**config.mk**
```make
export PLATFORM = sky130hd
export DESIGN_NAME = lpc_io_bridge
export DESIGN_NICKNAME = d
export VERILOG_FILES = /design/src/rtl/lpc_bridge_pkg.sv /design/src/rtl/lpc_byte_buf.sv /design/src/rtl/lpc_regs.sv /design/src/rtl/lpc_cycle_engine.sv /design/src/rtl/lpc_io_bridge.sv
export SDC_FILE = /design/constraint.sdc
export NUM_CORES = 1
export LEC_CHECK = 0
export ABC_AREA = 1
export BUFFER_PORTS_ARGS = -buffer_cell sky130_fd_sc_hd__buf_2
export CAP_MARGIN = 5
export CELL_PAD_IN_SITES_DETAIL_PLACEMENT = 1
export CELL_PAD_IN_SITES_GLOBAL_PLACEMENT = 1
export CORE_MARGIN = 3
export CORE_UTILIZATION = 30
export DETAILED_ROUTE_END_ITERATION = 8
export PLACE_DENSITY = 0.66
export SETUP_SLACK_MARGIN = 0.3
export SLEW_MARGIN = 10
export SYNTH_ARGS = -nofsm -noshare
export SYNTH_HDL_FRONTEND = slang
export SYNTH_SLANG_ARGS = --single-unit
```
**constraint.sdc**
```tcl
create_clock -name clk -period 8.4 [get_ports clk]
set_input_delay 0.84 -clock clk [delete_from_list [all_inputs] [get_ports clk]]
set_output_delay 0.84 -clock clk [all_outputs]
set_load 0.02 [all_outputs]
```
**src/rtl/lpc_bridge_pkg.sv**
```systemverilog
package lpc_bridge_pkg;

  // register byte offsets
  localparam logic [7:0] OFS_GO    = 8'h00;
  localparam logic [7:0] OFS_STAT  = 8'h04;
  localparam logic [7:0] OFS_IRQ   = 8'h08;
  localparam logic [7:0] OFS_LEN   = 8'h10;
  localparam logic [7:0] OFS_CMD   = 8'h14;
  localparam logic [7:0] OFS_PORT  = 8'h20;
  localparam logic [7:0] OFS_WBYTE = 8'h24;
  localparam logic [7:0] OFS_RBYTE = 8'h28;

  // bus nibble codes
  localparam logic [3:0] NIB_START  = 4'h0;
  localparam logic [3:0] NIB_IO_RD  = 4'h0;
  localparam logic [3:0] NIB_IO_WR  = 4'h2;
  localparam logic [3:0] NIB_PARK   = 4'hF;
  localparam logic [3:0] SYNC_READY = 4'h0;
  localparam logic [3:0] SYNC_WSHRT = 4'h5;
  localparam logic [3:0] SYNC_WLONG = 4'h6;

  typedef enum logic [3:0] {
    PH_IDLE,
    PH_START,
    PH_CTDIR,
    PH_ADDR,
    PH_WDATA,
    PH_TAR_H,
    PH_SYNC,
    PH_RDATA,
    PH_TAR_P
  } lpc_phase_e;

endpackage

```
**src/rtl/lpc_byte_buf.sv**
```systemverilog
module lpc_byte_buf #(
  parameter int DEPTH = 16,
  parameter int IDX_W = 4
) (
  input  logic             clk,
  input  logic             we,
  input  logic [IDX_W-1:0] widx,
  input  logic [7:0]       wbyte,
  input  logic [IDX_W-1:0] ridx,
  output logic [7:0]       rbyte
);

  logic [7:0] slot [DEPTH];

  for (genvar gi = 0; gi < DEPTH; gi++) begin : g_slot
    logic slot_en;
    assign slot_en = we && (widx == IDX_W'(gi));
    always_ff @(posedge clk) begin
      if (slot_en) slot[gi] <= wbyte;
    end
  end

  assign rbyte = slot[ridx];

endmodule

```
**src/rtl/lpc_regs.sv**
```systemverilog
module lpc_regs
  import lpc_bridge_pkg::*;
#(
  parameter int MAX_BURST = 16,
  parameter int ADDR_W    = 16,
  localparam int LEN_W    = $clog2(MAX_BURST + 1),
  localparam int IDX_W    = $clog2(MAX_BURST)
) (
  input  logic              clk,
  input  logic              rst_n,
  input  logic              reg_wr,
  input  logic              reg_rd,
  input  logic [7:0]        reg_addr,
  input  logic [31:0]       reg_wdata,
  output logic [31:0]       reg_rdata,
  output logic              irq,
  // engine side
  input  logic              eng_busy,
  input  logic              eng_done,
  input  logic              eng_ok,
  input  logic              rb_we,
  input  logic [7:0]        rb_rbyte,
  output logic              go,
  output logic [LEN_W-1:0]  cfg_len,
  output logic              cfg_dir,
  output logic [1:0]        cfg_type,
  output logic              cfg_fixed,
  output logic [ADDR_W-1:0] cfg_addr,
  output logic              wb_we,
  output logic [IDX_W-1:0]  wb_widx,
  output logic [IDX_W-1:0]  rb_widx,
  output logic [IDX_W-1:0]  rb_ridx
);

  localparam logic [LEN_W-1:0] LEN_MAX = LEN_W'(MAX_BURST);

  logic [LEN_W-1:0]  len_q, len_d;
  logic              dir_q, dir_d;
  logic [1:0]        type_q, type_d;
  logic              fixed_q, fixed_d;
  logic [ADDR_W-1:0] port_q, port_d;
  logic [LEN_W-1:0]  wcnt_q, wcnt_d;
  logic [LEN_W-1:0]  rcnt_q, rcnt_d;
  logic [LEN_W-1:0]  rptr_q, rptr_d;
  logic              ok_q, ok_d;
  logic              ien_q, ien_d;
  logic              dflag_q, dflag_d;
  logic              cfg_wr;
  logic              have_byte;
  logic              pop;

  assign cfg_wr    = reg_wr && !eng_busy;
  assign have_byte = rptr_q < rcnt_q;
  assign pop       = reg_rd && (reg_addr == OFS_RBYTE) && have_byte;
  assign go        = reg_wr && (reg_addr == OFS_GO) && reg_wdata[0] && !eng_busy;
  assign wb_we     = cfg_wr && (reg_addr == OFS_WBYTE) && (wcnt_q < LEN_MAX);

  // next-state
  always_comb begin
    len_d   = len_q;
    dir_d   = dir_q;
    type_d  = type_q;
    fixed_d = fixed_q;
    port_d  = port_q;
    wcnt_d  = wcnt_q;
    rcnt_d  = rcnt_q;
    rptr_d  = rptr_q;
    ok_d    = ok_q;
    ien_d   = ien_q;
    dflag_d = dflag_q;

    if (cfg_wr && (reg_addr == OFS_LEN)) begin
      len_d = (reg_wdata > 32'(MAX_BURST)) ? LEN_MAX : reg_wdata[LEN_W-1:0];
    end
    if (cfg_wr && (reg_addr == OFS_CMD)) begin
      dir_d   = reg_wdata[0];
      type_d  = reg_wdata[2:1];
      fixed_d = reg_wdata[3];
    end
    if (cfg_wr && (reg_addr == OFS_PORT)) begin
      port_d = reg_wdata[ADDR_W-1:0];
    end
    if (wb_we) begin
      wcnt_d = wcnt_q + 1'b1;
    end
    if (reg_wr && (reg_addr == OFS_IRQ)) begin
      ien_d = reg_wdata[0];
      if (reg_wdata[1]) dflag_d = 1'b0;
    end
    if (pop) begin
      rptr_d = rptr_q + 1'b1;
    end
    if (rb_we) begin
      rcnt_d = rcnt_q + 1'b1;
    end
    if (go) begin
      wcnt_d = '0;
      rcnt_d = '0;
      rptr_d = '0;
      ok_d   = 1'b0;
    end
    if (eng_done) begin
      ok_d    = eng_ok;
      dflag_d = 1'b1;
    end
  end

  // registers
  always_ff @(posedge clk or negedge rst_n) begin
    if (!rst_n) begin
      len_q   <= '0;
      dir_q   <= 1'b0;
      type_q  <= '0;
      fixed_q <= 1'b0;
      port_q  <= '0;
      wcnt_q  <= '0;
      rcnt_q  <= '0;
      rptr_q  <= '0;
      ok_q    <= 1'b0;
      ien_q   <= 1'b0;
      dflag_q <= 1'b0;
    end else begin
      len_q   <= len_d;
      dir_q   <= dir_d;
      type_q  <= type_d;
      fixed_q <= fixed_d;
      port_q  <= port_d;
      wcnt_q  <= wcnt_d;
      rcnt_q  <= rcnt_d;
      rptr_q  <= rptr_d;
      ok_q    <= ok_d;
      ien_q   <= ien_d;
      dflag_q <= dflag_d;
    end
  end

  // read mux
  always_comb begin
    case (reg_addr)
      OFS_STAT:  reg_rdata = {30'd0, ok_q, !eng_busy};
      OFS_IRQ:   reg_rdata = {30'd0, dflag_q, ien_q};
      OFS_LEN:   reg_rdata = 32'(len_q);
      OFS_CMD:   reg_rdata = {28'd0, fixed_q, type_q, dir_q};
      OFS_PORT:  reg_rdata = 32'(port_q);
      OFS_RBYTE: reg_rdata = have_byte ? {24'd0, rb_rbyte} : 32'd0;
      default:   reg_rdata = 32'd0;
    endcase
  end

  assign irq       = ien_q && dflag_q;
  assign cfg_len   = len_q;
  assign cfg_dir   = dir_q;
  assign cfg_type  = type_q;
  assign cfg_fixed = fixed_q;
  assign cfg_addr  = port_q;
  assign wb_widx   = wcnt_q[IDX_W-1:0];
  assign rb_widx   = rcnt_q[IDX_W-1:0];
  assign rb_ridx   = rptr_q[IDX_W-1:0];

endmodule

```
**src/rtl/lpc_cycle_engine.sv**
```systemverilog
module lpc_cycle_engine
  import lpc_bridge_pkg::*;
#(
  parameter int MAX_BURST  = 16,
  parameter int ADDR_W     = 16,
  parameter int WAIT_LIMIT = 256,
  localparam int LEN_W     = $clog2(MAX_BURST + 1),
  localparam int IDX_W     = $clog2(MAX_BURST)
) (
  input  logic              clk,
  input  logic              rst_n,
  input  logic              go,
  input  logic [LEN_W-1:0]  cfg_len,
  input  logic              cfg_dir,
  input  logic [1:0]        cfg_type,
  input  logic              cfg_fixed,
  input  logic [ADDR_W-1:0] cfg_addr,
  input  logic [7:0]        wb_rbyte,
  input  logic [3:0]        lad_in,
  output logic              busy,
  output logic              done,
  output logic              ok,
  output logic [IDX_W-1:0]  wb_ridx,
  output logic              rb_we,
  output logic [7:0]        rb_wbyte,
  output logic [3:0]        lad_out,
  output logic              lad_oe,
  output logic              lframe_n
);

  localparam int NIBS   = ADDR_W / 4;
  localparam int NIB_W  = (NIBS > 2) ? $clog2(NIBS) : 1;
  localparam int WAIT_W = $clog2(WAIT_LIMIT + 1);
  localparam logic [NIB_W-1:0]  NIB_LAST = NIB_W'(NIBS - 1);
  localparam logic [WAIT_W-1:0] WAIT_TOP = WAIT_W'(WAIT_LIMIT);

  lpc_phase_e        ph_q, ph_d;
  logic [NIB_W-1:0]  nib_q, nib_d;
  logic [LEN_W-1:0]  cyc_q, cyc_d;
  logic [LEN_W-1:0]  len_q, len_d;
  logic [ADDR_W-1:0] addr_q, addr_d;
  logic [WAIT_W-1:0] wait_q, wait_d;
  logic [3:0]        rlow_q, rlow_d;
  logic              dir_q, dir_d;
  logic              fixed_q, fixed_d;
  logic [LEN_W-1:0]  cyc_nx;

  assign cyc_nx = cyc_q + 1'b1;

  // next-state
  always_comb begin
    ph_d    = ph_q;
    nib_d   = nib_q;
    cyc_d   = cyc_q;
    len_d   = len_q;
    addr_d  = addr_q;
    wait_d  = wait_q;
    rlow_d  = rlow_q;
    dir_d   = dir_q;
    fixed_d = fixed_q;
    done    = 1'b0;
    ok      = 1'b0;
    rb_we   = 1'b0;

    unique case (ph_q)
      PH_IDLE: begin
        if (go) begin
          if (cfg_type != 2'b00) begin
            done = 1'b1;
          end else if (cfg_len == '0) begin
            done = 1'b1;
            ok   = 1'b1;
          end else begin
            ph_d    = PH_START;
            len_d   = cfg_len;
            addr_d  = cfg_addr;
            dir_d   = cfg_dir;
            fixed_d = cfg_fixed;
            cyc_d   = '0;
          end
        end
      end
      PH_START: ph_d = PH_CTDIR;
      PH_CTDIR: begin
        ph_d  = PH_ADDR;
        nib_d = '0;
      end
      PH_ADDR: begin
        if (nib_q == NIB_LAST) begin
          nib_d = '0;
          ph_d  = dir_q ? PH_WDATA : PH_TAR_H;
        end else begin
          nib_d = nib_q + 1'b1;
        end
      end
      PH_WDATA: begin
        if (nib_q != '0) begin
          nib_d = '0;
          ph_d  = PH_TAR_H;
        end else begin
          nib_d = NIB_W'(1);
        end
      end
      PH_TAR_H: begin
        if (nib_q != '0) begin
          nib_d  = '0;
          wait_d = '0;
          ph_d   = PH_SYNC;
        end else begin
          nib_d = NIB_W'(1);
        end
      end
      PH_SYNC: begin
        if (lad_in == SYNC_READY) begin
          ph_d = dir_q ? PH_TAR_P : PH_RDATA;
        end else if ((lad_in == SYNC_WSHRT || lad_in == SYNC_WLONG) && (wait_q != WAIT_TOP)) begin
          wait_d = wait_q + 1'b1;
        end else begin
          // error code, unknown code or wait budget exhausted
          ph_d = PH_IDLE;
          done = 1'b1;
        end
      end
      PH_RDATA: begin
        if (nib_q != '0) begin
          rb_we = 1'b1;
          nib_d = '0;
          ph_d  = PH_TAR_P;
        end else begin
          rlow_d = lad_in;
          nib_d  = NIB_W'(1);
        end
      end
      PH_TAR_P: begin
        if (nib_q != '0) begin
          nib_d = '0;
          cyc_d = cyc_nx;
          if (!fixed_q) addr_d = addr_q + 1'b1;
          if (cyc_nx == len_q) begin
            ph_d = PH_IDLE;
            done = 1'b1;
            ok   = 1'b1;
          end else begin
            ph_d = PH_START;
          end
        end else begin
          nib_d = NIB_W'(1);
        end
      end
      default: ph_d = PH_IDLE;
    endcase
  end

  // registers
  always_ff @(posedge clk or negedge rst_n) begin
    if (!rst_n) begin
      ph_q    <= PH_IDLE;
      nib_q   <= '0;
      cyc_q   <= '0;
      len_q   <= '0;
      addr_q  <= '0;
      wait_q  <= '0;
      rlow_q  <= '0;
      dir_q   <= 1'b0;
      fixed_q <= 1'b0;
    end else begin
      ph_q    <= ph_d;
      nib_q   <= nib_d;
      cyc_q   <= cyc_d;
      len_q   <= len_d;
      addr_q  <= addr_d;
      wait_q  <= wait_d;
      rlow_q  <= rlow_d;
      dir_q   <= dir_d;
      fixed_q <= fixed_d;
    end
  end

  // bus drive
  always_comb begin
    lad_out = NIB_PARK;
    lad_oe  = 1'b0;
    unique case (ph_q)
      PH_START: begin
        lad_out = NIB_START;
        lad_oe  = 1'b1;
      end
      PH_CTDIR: begin
        lad_out = dir_q ? NIB_IO_WR : NIB_IO_RD;
        lad_oe  = 1'b1;
      end
      PH_ADDR: begin
        lad_out = addr_q[(NIBS - 1 - int'(nib_q)) * 4 +: 4];
        lad_oe  = 1'b1;
      end
      PH_WDATA: begin
        lad_out = (nib_q == '0) ? wb_rbyte[3:0] : wb_rbyte[7:4];
        lad_oe  = 1'b1;
      end
      PH_TAR_H: begin
        lad_out = NIB_PARK;
        lad_oe  = (nib_q == '0);
      end
      default: begin
        lad_out = NIB_PARK;
        lad_oe  = 1'b0;
      end
    endcase
  end

  assign lframe_n = (ph_q != PH_START);
  assign busy     = (ph_q != PH_IDLE);
  assign wb_ridx  = cyc_q[IDX_W-1:0];
  assign rb_wbyte = {lad_in, rlow_q};

endmodule

```
**src/rtl/lpc_io_bridge.sv**
```systemverilog
module lpc_io_bridge #(
  parameter int MAX_BURST  = 16,
  parameter int WAIT_LIMIT = 256
) (
  input  logic        clk,
  input  logic        rst_n,
  input  logic        reg_wr,
  input  logic        reg_rd,
  input  logic [7:0]  reg_addr,
  input  logic [31:0] reg_wdata,
  output logic [31:0] reg_rdata,
  output logic        irq,
  output logic        lframe_n,
  output logic [3:0]  lad_out,
  output logic        lad_oe,
  input  logic [3:0]  lad_in
);

  localparam int ADDR_W = 16;
  localparam int LEN_W  = $clog2(MAX_BURST + 1);
  localparam int IDX_W  = $clog2(MAX_BURST);

  // reset: asynchronous assert, synchronous release
  logic rst_meta_n, rst_sync_n;
  always_ff @(posedge clk or negedge rst_n) begin
    if (!rst_n) begin
      rst_meta_n <= 1'b0;
      rst_sync_n <= 1'b0;
    end else begin
      rst_meta_n <= 1'b1;
      rst_sync_n <= rst_meta_n;
    end
  end

  logic              eng_busy, eng_done, eng_ok, go;
  logic [LEN_W-1:0]  cfg_len;
  logic              cfg_dir, cfg_fixed;
  logic [1:0]        cfg_type;
  logic [ADDR_W-1:0] cfg_addr;
  logic              wb_we, rb_we;
  logic [IDX_W-1:0]  wb_widx, wb_ridx, rb_widx, rb_ridx;
  logic [7:0]        wb_rbyte, rb_wbyte, rb_rbyte;

  lpc_regs #(.MAX_BURST(MAX_BURST), .ADDR_W(ADDR_W)) u_regs (
    .clk       (clk),
    .rst_n     (rst_sync_n),
    .reg_wr    (reg_wr),
    .reg_rd    (reg_rd),
    .reg_addr  (reg_addr),
    .reg_wdata (reg_wdata),
    .reg_rdata (reg_rdata),
    .irq       (irq),
    .eng_busy  (eng_busy),
    .eng_done  (eng_done),
    .eng_ok    (eng_ok),
    .rb_we     (rb_we),
    .rb_rbyte  (rb_rbyte),
    .go        (go),
    .cfg_len   (cfg_len),
    .cfg_dir   (cfg_dir),
    .cfg_type  (cfg_type),
    .cfg_fixed (cfg_fixed),
    .cfg_addr  (cfg_addr),
    .wb_we     (wb_we),
    .wb_widx   (wb_widx),
    .rb_widx   (rb_widx),
    .rb_ridx   (rb_ridx)
  );

  lpc_byte_buf #(.DEPTH(MAX_BURST), .IDX_W(IDX_W)) u_wbuf (
    .clk   (clk),
    .we    (wb_we),
    .widx  (wb_widx),
    .wbyte (reg_wdata[7:0]),
    .ridx  (wb_ridx),
    .rbyte (wb_rbyte)
  );

  lpc_byte_buf #(.DEPTH(MAX_BURST), .IDX_W(IDX_W)) u_rbuf (
    .clk   (clk),
    .we    (rb_we),
    .widx  (rb_widx),
    .wbyte (rb_wbyte),
    .ridx  (rb_ridx),
    .rbyte (rb_rbyte)
  );

  lpc_cycle_engine #(
    .MAX_BURST (MAX_BURST),
    .ADDR_W    (ADDR_W),
    .WAIT_LIMIT(WAIT_LIMIT)
  ) u_eng (
    .clk       (clk),
    .rst_n     (rst_sync_n),
    .go        (go),
    .cfg_len   (cfg_len),
    .cfg_dir   (cfg_dir),
    .cfg_type  (cfg_type),
    .cfg_fixed (cfg_fixed),
    .cfg_addr  (cfg_addr),
    .wb_rbyte  (wb_rbyte),
    .lad_in    (lad_in),
    .busy      (eng_busy),
    .done      (eng_done),
    .ok        (eng_ok),
    .wb_ridx   (wb_ridx),
    .rb_we     (rb_we),
    .rb_wbyte  (rb_wbyte),
    .lad_out   (lad_out),
    .lad_oe    (lad_oe),
    .lframe_n  (lframe_n)
  );

endmodule

```
==> impl_metrics.toml, run 1 <==
[global_routing]
grt_most_used_layer = "met2"
grt_start_max_net_pins = 69
met2_usage = 0.2798
use_met3 = 0.02785
use_met1 = 0.2200
gr-total-overflow = 0
track_usage = 0.1653
grt_pass1_wl_mm = 72.91
grt_pass1_vias = 12570
antenna_found_initial = 1

[worst_setup_path]
timing.rr.start = "u_eng.nib_q[0]"
required_ns = 7.56
worstPathCellList = "clkinv_1 -> nand3_1 -> nand3_1 -> nand2_1 -> nand2_1 -> nand3_1 -> buf_2"
cpMaxStageDelayCell = "dfrtp_1"
worstPathArrival_ns = 3.31
r2r_slack_ns = 5.43
endpoint_kind = "output pin"
startpoint_type = "flop"
crit_top_cell = "nand3_1"
crit_fanout = 21
rr_worst_depth = 7
cp_num_buf_inv = 2
critPathLaunch = "u_eng.cyc_q[2]"
crit_family = "buffers and inverters"
rr_endpoint = "u_rbuf.slot[10][2]"
endpoint = "lad_out[2]"
cpPeakStageDelay_ns = 0.93
crit_type = "reg -> out"
cp.depth = 7

[layout]
syn_to_final_growth_pct = 14.42
num-fill-cells = 5996
nets = 1767
drive_gt1_frac = 0.09884
multi_input_area_sq_um = 5328
antenna_cells = 0
fin_util = 0.3495
register_area_sq_um = 9996

[synth]
synth_top_area_share = 0.4760
synth.area.mux_share = 0.001394
synth_area_per_cell_sq_um = 9.830
synth_xor_area_frac = 0.007050
synth-simple-area-share = 0.2048
ys_types = 47
synth_top_area_cell = "edfxtp_1"
synth_edf_count = 256
yosysSeqAreaShare = 0.6185
synth_area_sq_um = 16150
netlist_top_cells_count = "nand2_1, edfxtp_1, nor2_1, o21ai_0, nand3_1"
ys_seq_elements = 348
synth_cells = 1643
synth_most_common_cell = "nand2_1"
ys_async_sr_fraction = 0.2644
yosys.area_share.adder = 0.01472
netlist_top_cells_area = "edfxtp_1, dfrtp_1, nand2_1, nor2_1, o21ai_0"
yosys_warnings = 0
ys.flop_type = "edfxtp_1"
synth_top_family_by_area = "simple AND/OR/NAND/NOR gates"
synth_compound_area_frac = 0.09792

[placement]
place.detailed.hpwl_mm = 31.71
port_buffers = 70
place_congestion = 0.8293

[sta]
worstMarginPinSlew_ns = 1.047
timing.final.crit_period_ns = 4.154
slew-limit-headroom = 0.2992
finalClockSkew_ns = 0.01446
finalSetupViolations = 0
rsz0062_at_grt = "no"
fin_crit_sh = 0.4945
tns_ns = 0
fmax_mhz = 240.7
hold_viol_final = 0
slew_violations = 0

[job]
cap_violations = 0

[route]
viasPerCell = 4.976
drc = 0
avgRoutedWirePerCell_um = 19.39
dr.pass1.iters = 5
drtAntennaViolNets = 0
wl_mm = 46.88
drt_iter0_drc = 780
vias = 12030

[die]
die-area_sq_um = 56660
die_w_um = 238.0
start_util = 0.3055
fp-row-count = 84
io_pins = 87
core_area_sq_um = 52870
die_h_um = 238.0

[worst_hold_path]
hp-class = "in -> async"

[pwr]
peakVddDrop_mv = 0.1602
leakage_nw = 7.292
powerDensity_nw_per_um2 = 255.1

[clock_network]
cts_buffer_depth = 3
root_buffer = "clkbuf_16"
tritoncts_num_sinks = 348
hold_buffers = 0
insertion_delay_ns = 0.57
post_cts_buffers = 0
cts_max_level = 2
numCtsBuffers = 40
cts_tree = "yes"
cts-resized-gates = 0
clk_pin_slew_ns = 0.06

[status]
outcome = "complete, no violations"
==> cells in the final DEF (no fill, tap or decap), types with 4 or more instances in the layout <==
cell type  count
nand2_1      367
edfxtp_1     256
nor2_1       212
o21ai_0      151
nand3_1      120
inv_1        114
dfrtp_1       89
a21oi_1       71
buf_2         70
clkbuf_16     40
nand4_1       20
o22ai_1       19
ha_1          19
nor3_1        17
conb_1        17
o211ai_1      15
clkinv_1      11
o31ai_1       10
xor2_1         9
bufinv_16      8
buf_4          8
clkbuf_1       7
o21ai_1        6
a21boi_0       5
nor2_4         5
nand2_2        5
inv_2          5
nor2_8         5
xnor2_1        4
nand3b_1       4
clkinv_2       4
clkbuf_8       4
==> worst register-to-register path: cells and delay by family, from the launching register on <==
family | cells | cell delay (ns)
DFF | 1 | 0.61
and+or+nand+nor | 3 | 1.08
buffers and inverters | 3 | 0.51
adders and majority gates | 1 | 0.40
==> where the power goes <==
part	switching (mW)	internal [mW]	leakage, nW
combinational	0.538	0.207	3.15
sequential	0.131	1.95	3.45
clock	0.726	1.16	0.689
==> worst min path at each step <==
stage | start | endpoint | slack (ns) | cells past startpoint
2_1_floorplan | rst_meta_n | rst_sync_n | 0.33 | 0
3_3_place_gp | rst_meta_n | rst_sync_n | 0.34 | 0
3_5_place_dp | rst_meta_n | rst_sync_n | 0.34 | 0
4_1_cts | rst_n | rst_sync_n | 0.03 | 1
5_1_grt | rst_n | rst_sync_n | 0.02 | 1
6_report | rst_n | rst_sync_n | 0.06 | 1
==> state kept, by name, indices dropped and copies added, names as in the netlist, 5 cells and up <==
name             count
u_rbuf.slot        128
u_eng.cyc_q          5
u_regs.wcnt_q        5
u_wbuf.slot        128
u_eng.wait_q         9
u_eng.len_q          5
u_regs.rcnt_q        5
u_eng.addr_q        16
u_regs.cfg_len       5
u_regs.rptr_q        5
u_regs.cfg_addr     16
==> layout make-up <==
cell class                 instances  area share
sequential                       348      0.5409
multi-input combinational       1107      0.2883
clock buffer                      51     0.05857
tap                              688     0.04658
inverter                         125     0.02566
timing repair buffer              78     0.02221
clock inverter                    21     0.01774
==> metal layers <==
metal  up-vias  share of wire  routed length, um
li1       5696              -                  -
met1      6023           0.44              20730
met2       249           0.49              22800
met3        65          0.048               2244
met4         0          0.023               1098
met5         -              0                  0
==> per-stage QoR <==
step	total power [mW]	cell area, sq um	instances	hold slack [ns]	worst slack (ns)
finish	4.714	18480	2418	0.05853	4.246
global route	4.940	18480	2418	0.02438	3.942
CTS	4.770	18480	2418	0.02647	4.187
detailed placement	2.868	17070	2346	0.3413	4.795
global placement	2.839	17070	2346	0.3364	4.816
floorplan	2.580	16210	1658	0.3312	5.497
==> kinds of logic (layout without fill, tap and decap cells) <==
logic type | Yosys count | after routing
AND/OR/NAND/NOR | 767 | 767
AO/OA/AOI/OAI | 289 | 289
multiplexers | 2 | 2
XOR/XNOR | 13 | 13
adder cells (fa/ha/maj) | 19 | 19
buffers and inverters | 203 | 275
flip-flops | 348 | 348
other | 2 | 17
Note: power is estimated with default switching activity, not from simulation.
==> run 2: changes to the inputs <==
==> constraint.sdc (replaced) <==
create_clock -name clk -period 4.2 [get_ports clk]
set_input_delay 0.42 -clock clk [delete_from_list [all_inputs] [get_ports clk]]
set_output_delay 0.42 -clock clk [all_outputs]
set_load 0.02 [all_outputs]
==> impl_metrics.toml, run 2 (synthesized netlist as in run 1, its figures left out) <==
[global_routing]
use_met3 = 0.02785
track_usage = 0.1629
antenna_found_initial = 0
gr-total-overflow = 0
grt_pass1_wl_mm = 72.31
grt_start_max_net_pins = 66
use_met1 = 0.2138
grt_pass1_vias = 12550
met2_usage = 0.2798
grt_most_used_layer = "met2"

[layout]
top_regs = "u_rbuf.slot (128), u_wbuf.slot (128)"
drive_gt1_frac = 0.09960
layout_commonest_cell = "nand2_1"
nets = 1773
final_cell_mix = "nand2_1, edfxtp_1, nor2_1"
syn_to_final_growth_pct = 13.94
antenna_cells = 0
design_area_sq_um = 18400

[sta]
finalSetupViolations = 0
hold_viol_final = 0
worstMarginPinSlew_ns = 1.086
finalWorstSetupSlack_ns = 0.8530
slew_violations = 0
finalClockSkew_ns = 0.02306
rsz0062_at_grt = "no"
tns_ns = 0
timing.final.crit_period_ns = 3.347
slew-limit-headroom = 0.2733
fin_crit_sh = 0.7969
fmax_mhz = 298.8

[die]
fp-row-count = 84
die_w_um = 238.0
die-area_sq_um = 56660
io_pins = 87
core_area_sq_um = 52870
start_util = 0.3055
die_h_um = 238.0

[worst_setup_path]
required_ns = 3.78
crit_type = "reg -> out"
timing.rr.start = "u_eng.nib_q[0]"
rr_endpoint = "u_rbuf.slot[14][6]"
rr_worst_depth = 7
endpoint_kind = "output pin"
crit_fanout = 65
startpoint_type = "flop"
worstPathArrival_ns = 2.93
r2r_slack_ns = 1.42

[placement]
place_congestion = 0.8283
place_area_sq_um = 17130
dp_worst_setup_slack_ns = 1.339
port_buffers = 70
place.detailed.hpwl_mm = 31.59

[clock_network]
insertion_delay_ns = 0.56
cts_buffer_depth = 3
cts_max_level = 2
root_buffer = "clkbuf_16"
cts-resized-gates = 0
clk_pin_slew_ns = 0.06
numCtsBuffers = 39
cts_tree = "yes"
tritoncts_num_sinks = 348

[worst_hold_path]
min_from = "reg_wdata[15]"
hp-class = "in -> reg"
min_to = "u_regs.cfg_addr[15]"
worstHoldPathCells = 3

[pwr]
peakVddDrop_mv = 0.3039
total_power_mw = 9.114
powerDensity_nw_per_um2 = 495.3
leakage_nw = 7.263

[route]
viasPerCell = 4.968
vias = 12050
drc = 0
drtAntennaViolNets = 0
dr.pass1.iters = 5
wl_mm = 46.59
drt_iter0_drc = 715
avgRoutedWirePerCell_um = 19.21

[status]
outcome = "complete, no violations"

[job]
cap_violations = 0
-- run 2: cell count changes in the layout (fill, tap and decap cells not counted), moves of 3 or more --
cell       previous run  this run
buf_4                 8        13
bufinv_16             8         4
inv_6                 2         5
clkbuf_1              7        10
-- run 2: area by class of cell --
cell class,instances,area (sq um)
fill,6060,34460
multi-input combinational,1107,5328
clock buffer,52,1055
timing repair buffer,85,478.0
inverter,125,474.2
tap,688,860.8
sequential,348,9996
clock inverter,20,211.5
-- run 2: where the power goes --
group	switching (mW)	leakage, nW	internal [mW]
clock network	1.41	0.622	2.02
registers	0.289	3.45	3.90
logic	1.07	3.19	0.423
total	2.77	7.26	6.34
-- run 2: worst max-delay path, stage by stage (launching register included) --
cell	delay [ns]
dfrtp_2	0.62
inv_1	0.12
buf_4	0.55
o21ai_0	0.32
nand3_1	0.15
nand3_1	0.08
nand2_1	0.09
nand2_1	0.06
nand3_1	0.17
buf_2	0.19
-- run 2: routing by layer --
layer | vias up | share of wire
li1 | 5698 | -
met1 | 6056 | 0.46
met2 | 228 | 0.48
met3 | 66 | 0.041
met4 | 0 | 0.022
met5 | - | 0
-- run 2: worst max path at each step --
stage,start,end,slack [ns],cells after the start
after floorplan,rst_sync_n,u_eng.addr_q[0],1.45,0
after global placement,reg_addr[7],u_wbuf.slot[5][6],1.45,8
after detailed placement,reg_addr[7],u_wbuf.slot[7][6],1.34,8
after CTS,u_eng.cyc_q[0],lad_out[3],0.83,9
after global routing,u_eng.cyc_q[0],lad_out[3],0.60,9
final,u_eng.cyc_q[0],lad_out[3],0.85,9
-- run 2: through the flow --
stage / utilization / cells / hold WS, ns
final: 0.3481 / 2425 / 0.1527
after detailed placement: 0.3240 / 2352 / 0.2082
after CTS: 0.3481 / 2425 / 0.1264
after global routing: 0.3481 / 2425 / 0.1535
after global placement: 0.3240 / 2352 / 0.2062
after floorplan: - / 1658 / 0.1244
-- run 2: timing repair --
| action | in CTS | in global routing |
|---|---|---|
| endpoints found under the hold margin | 2 | 0 |
| hold buffers | 1 | 0 |
| buffers inserted | 0 | 0 |
==> run 3: changes to the inputs <==
--- a/config.mk
+++ b/config.mk
@@ -13,7 +13,7 @@
 export CORE_MARGIN = 3
 export CORE_UTILIZATION = 30
 export DETAILED_ROUTE_END_ITERATION = 8
-export PLACE_DENSITY = 0.66
+export PLACE_DENSITY = 0.68
 export SETUP_SLACK_MARGIN = 0.3
 export SLEW_MARGIN = 10
 export SYNTH_ARGS = -nofsm -noshare
==> constraint.sdc (replaced) <==
create_clock -name clk -period 2.94 [get_ports clk]
set_input_delay 0.294 -clock clk [delete_from_list [all_inputs] [get_ports clk]]
set_output_delay 0.294 -clock clk [all_outputs]
set_load 0.02 [all_outputs]
==> impl_metrics.toml, run 3 (synthesized netlist as in run 1, its figures left out) <==
[worst_setup_path]
crit_type = "reg -> out"
startpoint_type = "flop"
crit_top_cell = "buf_4"
cpPeakStageDelay_ns = 0.52
cp_num_buf_inv = 4
r2r_slack_ns = 0.50
cp.depth = 10
crit_family = "buffers and inverters"
required_ns = 2.65
rr_endpoint = "u_wbuf.slot[2][5]"
cpMaxStageDelayCell = "dfrtp_2"
rr_worst_depth = 7
crit_fanout = 7
endpoint_kind = "output pin"
critPathLaunch = "u_regs.rptr_q[0]"
endpoint = "reg_rdata[6]"
timing.rr.start = "u_eng.ph_q[2]"
worstPathArrival_ns = 2.40
worstPathCellList = "inv_8 -> buf_4 -> buf_4 -> nand2_1 -> nand3_1 -> a21oi_1 -> nor3_2 -> nand3_2 -> o21ai_2 -> buf_6"

[clock_network]
tritoncts_num_sinks = 348
cts_tree = "yes"
cts_buffer_depth = 3
root_buffer = "clkbuf_16"
cts_max_level = 2
insertion_delay_ns = 0.57
numCtsBuffers = 39
clk_pin_slew_ns = 0.06

[sta]
finalClockSkew_ns = 0.03442
timing.final.crit_period_ns = 2.693
hold_viol_final = 0
worstMarginPinSlew_ns = 0.8171
finalWorstSetupSlack_ns = 0.2468
rsz0062_at_grt = "yes"
slew_violations = 0
slew-limit-headroom = 0.4553
finalSetupViolations = 0
fin_crit_sh = 0.9161
hold_ws_ns = 0.02369
fmax_mhz = 371.3
tns_ns = 0

[global_routing]
grt_start_max_net_pins = 48
grt_pass1_wl_mm = 76.69
grt_pass1_vias = 13110
gr-total-overflow = 0
track_usage = 0.1740
antenna_found_initial = 0

[pwr]
powerDensity_nw_per_um2 = 686.6
peakVddDrop_mv = 0.5147
leakage_nw = 7.741

[layout]
num-fill-cells = 5987
nets = 1842
layout_commonest_cell = "nand2_1"
fin_cells = 2493
final_cell_mix = "nand2_1, edfxtp_1, nor2_1"
syn_to_final_growth_pct = 21.19
antenna_cells = 0
top_regs = "u_rbuf.slot (128), u_wbuf.slot (128)"
design_area_sq_um = 19570
drive_gt1_frac = 0.1828

[placement]
place_area_sq_um = 17430
place.detailed.hpwl_mm = 33.29
dp_cells = 2387
dp_worst_setup_slack_ns = 0.4022
place_congestion = 0.8188
port_buffers = 70

[die]
die-area_sq_um = 56660
die_h_um = 238.0
fp-row-count = 84
start_util = 0.3055
core_area_sq_um = 52870
io_pins = 87
die_w_um = 238.0

[route]
viasPerCell = 5.034
dr.pass1.iters = 7
drc = 0
drt_iter0_drc = 856
wl_mm = 50.66
avgRoutedWirePerCell_um = 20.32
drtAntennaViolNets = 0
vias = 12550

[status]
outcome = "complete, no violations"

[worst_hold_path]
hp-class = "in -> reg"

[job]
cap_violations = 0
## run 3: cell count changes in the layout (fill, tap and decap cells not counted), moves of 8 or more
cell / previous run / this run
a21oi_1: 71 / 54
a21oi_2: 0 / 17
buf_2: 70 / 58
buf_4: 13 / 62
buf_6: 0 / 16
clkinv_2: 5 / 13
nand2_1: 367 / 355
nand2_2: 5 / 17
nand3_1: 120 / 105
nand3_2: 0 / 15
nor2_1: 212 / 200
nor2_2: 2 / 12
o21ai_0: 151 / 127
o21ai_1: 6 / 27
## run 3: routing by layer
metal  global-route usage  wire [um]  vias up
met4              0.05516       1195        0
met5                    0          0        -
met3              0.02404       2132       69
met1               0.2292      22600     6368
li1                     -          -     5857
met2               0.2979      24730      255
## run 3: where the power goes
| part | internal (mW) | leakage, nW | switching [mW] |
|---|---|---|---|
| clock | 2.68 | 0.610 | 2.07 |
| sequential | 5.58 | 3.45 | 0.391 |
| combinational | 0.929 | 3.68 | 1.79 |
## run 3: timing repair
| action | 4_1_cts | 5_1_grt |
|---|---|---|
| pin swaps | 10 | 25 |
| endpoints found under the hold margin | 2 | 0 |
| gates resized for setup | 86 | 74 |
| gates cloned | 7 | 3 |
| setup endpoints to repair | 12 | 44 |
| hold buffers | 1 | 0 |
| setup buffers | 16 | 8 |
## run 3: worst reg2reg max path, stage by stage, from the launching register on
cell	delay (ns)
dfrtp_2	0.45
nor2_4	0.17
nand2_2	0.15
nor2_4	0.15
nand4_1	0.27
inv_1	0.18
nand2_1	0.13
nor2_1	0.58
## run 3: worst min path at each step
stage,start,end,slack (ns),cells after the start
floorplan,rst_n,rst_meta_n,-0.002,0
global placement,rst_n,rst_meta_n,0.08,1
CTS,reg_wdata[8],u_regs.cfg_addr[8],0.004,3
detailed placement,rst_n,rst_meta_n,0.08,1
finish,reg_wdata[8],u_regs.cfg_addr[8],0.02,3
global route,reg_wdata[11],u_regs.cfg_addr[11],0.02,3
## run 3: layout make-up
cell class,instances,area [sq um],share of cell area
inverters,125,491.7,0.02512
well taps,688,860.8,0.04398
clock inverters,25,209.0,0.01068
repair inverters,1,6.256,0.0003196
repair buffers,153,1339,0.06840
multi-input cells,1107,5643,0.2883
flip-flops and latches,348,10000,0.5110
clock buffers,46,1022,0.05223
## run 3: stage by stage
step	utilization	power (mW)
after detailed placement	0.3296	8.283
after CTS	0.3637	13.37
final	0.3702	13.44
after global routing	0.3702	14.06
after floorplan	-	7.371
after global placement	0.3296	8.187
